==> config.mk <==
export PLATFORM = sky130hd
export DESIGN_NAME = mac_exec_unit
export DESIGN_NICKNAME = d
export VERILOG_FILES = /design/src/rtl/mac_pkg.sv /design/src/rtl/mac_decode.sv /design/src/rtl/mac_accum.sv /design/src/rtl/mac_wb.sv /design/src/rtl/mac_exec_unit.sv
export SDC_FILE = /design/constraint.sdc
export NUM_CORES = 2
export LEC_CHECK = 0
export ABC_AREA = 1
export BUFFER_PORTS_ARGS = -buffer_cell sky130_fd_sc_hd__buf_2
export CAP_MARGIN = 0
export CORE_MARGIN = 3
export CORE_UTILIZATION = 50
export DETAILED_ROUTE_END_ITERATION = 8
export GPL_ROUTABILITY_DRIVEN = 0
export PLACE_DENSITY = 0.69
export SETUP_SLACK_MARGIN = 0.02
export SKIP_LAST_GASP = 1
export SLEW_MARGIN = 10
export SYNTH_ARGS = -nofsm -noshare
export SYNTH_HDL_FRONTEND = slang
export SYNTH_SLANG_ARGS = --single-unit
export TNS_END_PERCENT = 50
==> constraint.sdc <==
create_clock -name clk -period 11.9 [get_ports clk]
set_input_delay 0.595 -clock clk [delete_from_list [all_inputs] [get_ports clk]]
set_output_delay 0.595 -clock clk [all_outputs]
set_load 0.02 [all_outputs]
==> src/rtl/mac_pkg.sv <==
// Package: shared constants and the decoded control word for the
// multiply-accumulate unit. Assumes 32-bit R-type instruction words.
package mac_pkg;

    localparam logic [5:0] OPC_REG   = 6'b000000;
    localparam logic [5:0] FUNCT_MAC = 6'b101000;
    localparam int         REG_IDX_W = 5;
    localparam int         CODE_W    = 5;

    // Decoded control for one accepted instruction.
    typedef struct packed {
        logic                 act;      // accumulator is updated
        logic                 illegal;  // unknown code under the shared function
        logic                 sgn;      // signed operand extension
        logic                 accum;    // add to accumulator instead of overwrite
        logic                 hi_sel;   // return the upper half
        logic                 wr;       // destination register is written
        logic [REG_IDX_W-1:0] rd;       // destination index
    } mac_ctrl_t;

endpackage

==> src/rtl/mac_decode.sv <==
// Module: mac_decode
// Turns an instruction word into a control word. The secondary code in
// bits 10:6 picks the operation. The decode is purely combinational.
// Assumes the caller qualifies instr_i with valid_i.
module mac_decode
    import mac_pkg::*;
(
    input  logic        valid_i,
    input  logic [31:0] instr_i,
    output mac_ctrl_t   ctrl_o
);

    logic [5:0]           opc;
    logic [5:0]           funct;
    logic [CODE_W-1:0]    code;
    logic [REG_IDX_W-1:0] rd;

    assign opc   = instr_i[31:26];
    assign funct = instr_i[5:0];
    assign code  = instr_i[10:6];
    assign rd    = instr_i[15:11];

    // Classify the code: multiply (x010x), multiply-accumulate (x001x),
    // plain accumulate (00000 with rd 0), otherwise illegal.
    always_comb begin
        ctrl_o    = '0;
        ctrl_o.rd = rd;
        if (valid_i && opc == OPC_REG && funct == FUNCT_MAC) begin
            if (code == 5'b00000 && rd == '0) begin
                ctrl_o.act   = 1'b1;
                ctrl_o.sgn   = 1'b1;
                ctrl_o.accum = 1'b1;
            end else if (!code[4] && (code[2:1] == 2'b10 || code[2:1] == 2'b01)) begin
                ctrl_o.act    = 1'b1;
                ctrl_o.sgn    = !code[0];
                ctrl_o.accum  = code[1];
                ctrl_o.hi_sel = code[3];
                ctrl_o.wr     = (rd != '0);
            end else begin
                ctrl_o.illegal = 1'b1;
            end
        end
    end

endmodule

==> src/rtl/mac_accum.sv <==
// Module: mac_accum
// Multiplier and accumulator register. Operands are extended to twice the
// operand width before the multiply. The sum wraps at that width.
// Assumes ctrl_i.act is asserted only for legal accepted instructions.
module mac_accum
    import mac_pkg::*;
#(
    parameter int XLEN = 32,
    localparam int AW  = 2 * XLEN
) (
    input  logic            clk,
    input  logic            rst_n,
    input  mac_ctrl_t       ctrl_i,
    input  logic [XLEN-1:0] a_i,
    input  logic [XLEN-1:0] b_i,
    output logic [AW-1:0]   acc_next_o,
    output logic [AW-1:0]   acc_o
);

    logic [AW-1:0] a_ext;
    logic [AW-1:0] b_ext;
    logic [AW-1:0] prod;

    // Extend the operands by sign or by zero, as the control word asks.
    always_comb begin
        a_ext = {{XLEN{ctrl_i.sgn & a_i[XLEN-1]}}, a_i};
        b_ext = {{XLEN{ctrl_i.sgn & b_i[XLEN-1]}}, b_i};
        prod  = a_ext * b_ext;
    end

    // Choose overwrite or accumulate.
    always_comb begin
        acc_next_o = ctrl_i.accum ? (acc_o + prod) : prod;
    end

    // Accumulator register with synchronous active-low clear.
    always_ff @(posedge clk) begin
        if (!rst_n)
            acc_o <= '0;
        else if (ctrl_i.act)
            acc_o <= acc_next_o;
    end

    // with no accepted operation, the accumulator holds.
    p_hold_idle_r9: assert property (@(posedge clk) disable iff (!rst_n)
        !ctrl_i.act |=> $stable(acc_o));

    // an overwrite with a zero operand leaves a zero accumulator.
    p_zero_product_r2: assert property (@(posedge clk) disable iff (!rst_n)
        (ctrl_i.act && !ctrl_i.accum && (a_i == '0 || b_i == '0)) |=> (acc_o == '0));

endmodule

==> src/rtl/mac_wb.sv <==
// Module: mac_wb
// Writeback register stage. It captures the selected half of the new
// accumulator, the destination index, the strobe and the illegal flag.
// Assumes acc_i is the value being loaded into the accumulator this edge.
module mac_wb
    import mac_pkg::*;
#(
    parameter int XLEN = 32,
    localparam int AW  = 2 * XLEN
) (
    input  logic                 clk,
    input  logic                 rst_n,
    input  mac_ctrl_t            ctrl_i,
    input  logic [AW-1:0]        acc_i,
    output logic                 wb_en_o,
    output logic [REG_IDX_W-1:0] wb_idx_o,
    output logic [XLEN-1:0]      wb_data_o,
    output logic                 illegal_o
);

    logic [XLEN-1:0] half;

    // Select the half of the new accumulator to return.
    always_comb begin
        half = ctrl_i.hi_sel ? acc_i[AW-1:XLEN] : acc_i[XLEN-1:0];
    end

    // One-cycle strobes; index and data are registered alongside them.
    always_ff @(posedge clk) begin
        if (!rst_n) begin
            wb_en_o   <= 1'b0;
            illegal_o <= 1'b0;
            wb_idx_o  <= '0;
            wb_data_o <= '0;
        end else begin
            wb_en_o   <= ctrl_i.act & ctrl_i.wr;
            illegal_o <= ctrl_i.illegal;
            wb_idx_o  <= ctrl_i.rd;
            wb_data_o <= half;
        end
    end

    // register 0 is never written.
    p_no_zero_dest_r8: assert property (@(posedge clk) disable iff (!rst_n)
        wb_en_o |-> (wb_idx_o != '0));

    // an illegal instruction never writes back.
    p_illegal_no_write_r9: assert property (@(posedge clk) disable iff (!rst_n)
        !(wb_en_o && illegal_o));

endmodule

==> src/rtl/mac_exec_unit.sv <==
// Module: mac_exec_unit (top)
// Multiply / multiply-accumulate execution unit with a 64-bit accumulator.
// It accepts one instruction per cycle. The accumulator and the writeback
// update on the same edge. Assumes operands arrive with the instruction.
module mac_exec_unit
    import mac_pkg::*;
#(
    parameter int XLEN = 32
) (
    input  logic        clk,
    input  logic        rst_n,
    input  logic        valid_i,
    input  logic [31:0] instr_i,
    input  logic [31:0] rs_val_i,
    input  logic [31:0] rt_val_i,
    output logic        wb_en_o,
    output logic [4:0]  wb_idx_o,
    output logic [31:0] wb_data_o,
    output logic        illegal_o,
    output logic [31:0] hi_o,
    output logic [31:0] lo_o
);

    localparam int AW = 2 * XLEN;

    mac_ctrl_t     ctrl;
    logic [AW-1:0] acc_next;
    logic [AW-1:0] acc;

    mac_decode i_decode (
        .valid_i (valid_i),
        .instr_i (instr_i),
        .ctrl_o  (ctrl)
    );

    mac_accum #(.XLEN(XLEN)) i_accum (
        .clk        (clk),
        .rst_n      (rst_n),
        .ctrl_i     (ctrl),
        .a_i        (rs_val_i),
        .b_i        (rt_val_i),
        .acc_next_o (acc_next),
        .acc_o      (acc)
    );

    mac_wb #(.XLEN(XLEN)) i_wb (
        .clk       (clk),
        .rst_n     (rst_n),
        .ctrl_i    (ctrl),
        .acc_i     (acc_next),
        .wb_en_o   (wb_en_o),
        .wb_idx_o  (wb_idx_o),
        .wb_data_o (wb_data_o),
        .illegal_o (illegal_o)
    );

    assign hi_o = acc[AW-1:XLEN];
    assign lo_o = acc[XLEN-1:0];

    // written data is always one half of the accumulator just loaded.
    p_wb_is_half_r6: assert property (@(posedge clk) disable iff (!rst_n)
        wb_en_o |-> (wb_data_o == hi_o || wb_data_o == lo_o));

    // an idle cycle yields no strobes and no accumulator change.
    p_idle_quiet_r10: assert property (@(posedge clk) disable iff (!rst_n)
        !valid_i |=> (!wb_en_o && !illegal_o && $stable({hi_o, lo_o})));

    // the illegal flag comes with an unchanged accumulator.
    p_illegal_holds_r9: assert property (@(posedge clk) disable iff (!rst_n)
        (valid_i && instr_i[31:26] == OPC_REG && instr_i[5:0] == FUNCT_MAC
         && instr_i[10:6] == 5'b11111) |=> (illegal_o && $stable({hi_o, lo_o})));

endmodule

==> run_results.csv <==
group,metric,value,unit
global_route,grt_max_degree,60,
cts,cts.htree.levels,3,
synth,yosysUniqueCellTypes,58,
place,dp_hpwl,122000,um
sta,worstMarginPinSlew,1.07,ns
sta,max_freq,90.2,MHz
synth,syn_area,49600,um^2
worst_setup_path,required,12.18,ns
hold_path,hp-start,"instr_i[13]",
floorplan,core-area,97400,um^2
route,routedWlPerCell,18.6,um
cts,clkSlewWorstSetupHoldPaths,0.08,ns
worst_setup_path,r2r-start,"i_accum.acc_o[0]",
cts,postCtsResizedCells,0,
layout,fin_nets,8088,
route,drt_iter0_markers,3922,
route,ant_nets,0,
layout,fillers,9467,
outcome,outcome,"completed",
synth,synth_area_per_cell,7.46,um^2
cts,clock_latency,0.39,ns
layout,regArea,2060,um^2
layout,stdcell_area,51400,um^2
cts,tritoncts,"built",
layout,layout_commonest_cell,"inv_1",
cts,cts_num_sinks,103,
worst_setup_path,crit_path_top_delay_cell,"fa_1",
sta,final-hold-violation-count,0,
global_route,grt_pass1_wl,237000,um
worst_setup_path,path_class,"input pin to flip-flop",
route,route.detailed.drc,0,
sta,maxSlewHeadroom,0.282,
floorplan,num_rows,114,
sta,timing.final.crit_share,0.932,
sta,skew,0.0240,ns
layout,drive_above_1_share,0.0546,
worst_setup_path,start_kind,"input pin",
global_route,overflow,0,
place,port_buffers,191,
worst_setup_path,cpMostUsedCell,"fa_1",
cts,clk_path_buf_depth,2,
floorplan,die_h,321,um
floorplan,die_area,103000,um^2
job,cap_violations,0,
hold_path,min_path_type,"input pin to flip-flop",
sta,report.final.slew_viol_count,0,
route,viasPerCell,5.37,
synth,synth_flop_cell,"dfxtp_1",
synth,syn_nets,8140,
route,routed_wl,146000,um
floorplan,start_util,0.509,
synth,postSynthCellCount,6640,
cts,cts_root_buf,"clkbuf_16",
route,drt-pass1-iter-count,8,
cts,cts_setup_buffers,0,
global_route,antenna_found_initial,3,
cts,cts_inserted_buffers,9,
place,postPlaceCellArea,51100,um^2
sta,fin_crit,11.08,ns
synth,seq_area_frac_synth,0.0416,
worst_setup_path,cp-startpoint,"instr_i[7]",
synth,synth_edf_count,0,
route,vias,42300,
layout,mostFrequentLayoutCells,"1764 x inv_1, 1711 x nand2_1, 1126 x fa_1",
floorplan,dieWidth,321,um
worst_setup_path,critPathArrivalTime,11.36,ns
worst_setup_path,endpoint_kind,"flip-flop",
layout,multi_input_area,39600,um^2
floorplan,ios,202,
sta,grt_setup_unrepaired,"false",
worst_setup_path,regToRegSetupSlack,8.77,ns
worst_setup_path,cp_max_fo,30,
sta,finalSetupViolations,0,
sta,tns,0,ns
layout,syn_to_final_growth,3.70,%
synth,synth-seq-cells,103,
synth,yosysWarnings,0,
global_route,grt_use_total,0.292,
global_route,grt_pass1_vias,43700,
cts,cts-hold-fix-buffers,0,
synth,ys_async_sr_fraction,0,
worst_setup_path,cp_slowest_stage_delay,0.62,ns
## cells in the mapped netlist (2+ instances only)
| cell type | n | area, um^2 |
|---|---|---|
| nand3_2 | 11 | 110 |
| a21oi_4 | 2 | 32.5 |
| buf_8 | 3 | 45.0 |
| o21bai_1 | 26 | 195 |
| o21bai_2 | 2 | 22.5 |
| buf_4 | 7 | 52.6 |
| nor3_2 | 5 | 50.1 |
| xor2_1 | 28 | 245 |
| nor4_1 | 8 | 50.1 |
| a21oi_2 | 4 | 35.0 |
| ha_1 | 275 | 3440 |
| nor3_1 | 18 | 90.1 |
| o21ai_1 | 28 | 140 |
| nand4_1 | 28 | 175 |
| nor2_4 | 5 | 56.3 |
| inv_1 | 1764 | 6620 |
| and3_1 | 3 | 18.8 |
| nand2_2 | 26 | 163 |
| inv_2 | 26 | 97.6 |
| buf_2 | 19 | 95.1 |
| clkinv_1 | 4 | 15.0 |
| a21boi_0 | 3 | 22.5 |
| a21o_1 | 18 | 135 |
| clkbuf_1 | 236 | 886 |
| o21ai_0 | 113 | 566 |
| buf_6 | 6 | 67.6 |
| xnor2_1 | 13 | 114 |
| a31oi_1 | 5 | 31.3 |
| or2_2 | 14 | 87.6 |
| nand2_1 | 1711 | 6420 |
| nand3b_1 | 20 | 150 |
| dfxtp_1 | 103 | 2060 |
| o21a_1 | 5 | 37.5 |
| a21oi_1 | 177 | 886 |
| nor2_1 | 410 | 1540 |
| and2_4 | 2 | 17.5 |
| and2_1 | 25 | 156 |
| xor2_2 | 5 | 81.3 |
| or2_0 | 4 | 25.0 |
| or2_1 | 23 | 144 |
| nor2_2 | 24 | 150 |
| o211ai_1 | 19 | 143 |
| fa_1 | 1126 | 22500 |
| nand3_1 | 271 | 1360 |
| nand3b_4 | 2 | 40.0 |
## metal layers
metal | wire, um | part of all wire | GRT usage | vias up
met4 | 5200 | 0.036 | 0.0870 | 0
met3 | 13600 | 0.093 | 0.0510 | 325
met1 | 59400 | 0.41 | 0.396 | 21100
met5 | 0 | 0 | 0 | -
met2 | 68000 | 0.47 | 0.483 | 1951
li1 | - | - | - | 19000
## registers in the layout, summed over array words and instances, names as in the netlist
name	cells
i_wb.illegal_o	1
i_wb.wb_en_o	1
i_wb.wb_data_o	32
i_accum.acc_o	64
i_wb.wb_idx_o	5
## final timing paths
| path | end | cells after the start |
|---|---|---|
| max | i_wb.wb_data_o[29] | 37 |
| min | i_wb.wb_idx_o[2] | 3 |
| max reg2reg | i_wb.wb_data_o[26] | 17 |
| min reg2reg | i_accum.acc_o[3] | 2 |
## per-stage QoR
step           worst slack [ns]   util  hold WS, ns  instances
2_1_floorplan              2.36      -        0.636       6640
3_3_place_gp              0.755  0.524        0.527       7853
3_5_place_dp              0.599  0.524        0.538       7853
4_1_cts                   0.969  0.527        0.409       7869
5_1_grt                   0.167  0.527        0.420       7872
6_report                  0.815  0.527        0.418       7874
## worst max-delay path: cells and delay by family
family / cells / cell delay [ns]
AOI/OAI and AO/OA: 7 / 1.86
and+or+nand+nor: 13 / 2.07
buffers and inverters: 7 / 1.63
adders and majority gates: 10 / 5.16
## cells by family after synthesis
kind of cell,after synthesis,synth area share
and+or+nand+nor,2617,0.220
buffers and inverters,2068,0.160
adders and majority gates,1401,0.524
DFF,103,0.0416
AOI/OAI and AO/OA,405,0.0459
xor gates and xnor gates,46,0.00889
## layout make-up
| type | count | area share |
|---|---|---|
| Inverter | 1795 | 0.131 |
| Clock buffer | 10 | 0.00446 |
| Sequential cell | 103 | 0.0401 |
| Tap cell | 1276 | 0.0311 |
| Multi-Input combinational cell | 4469 | 0.770 |
| Timing Repair Buffer | 210 | 0.0214 |
| Antenna cell | 5 | 0.000243 |
| Clock inverter | 6 | 0.00122 |
Power is not shown: default switching activity piles up to over one toggle a cycle in this logic, so the estimate is an artifact.
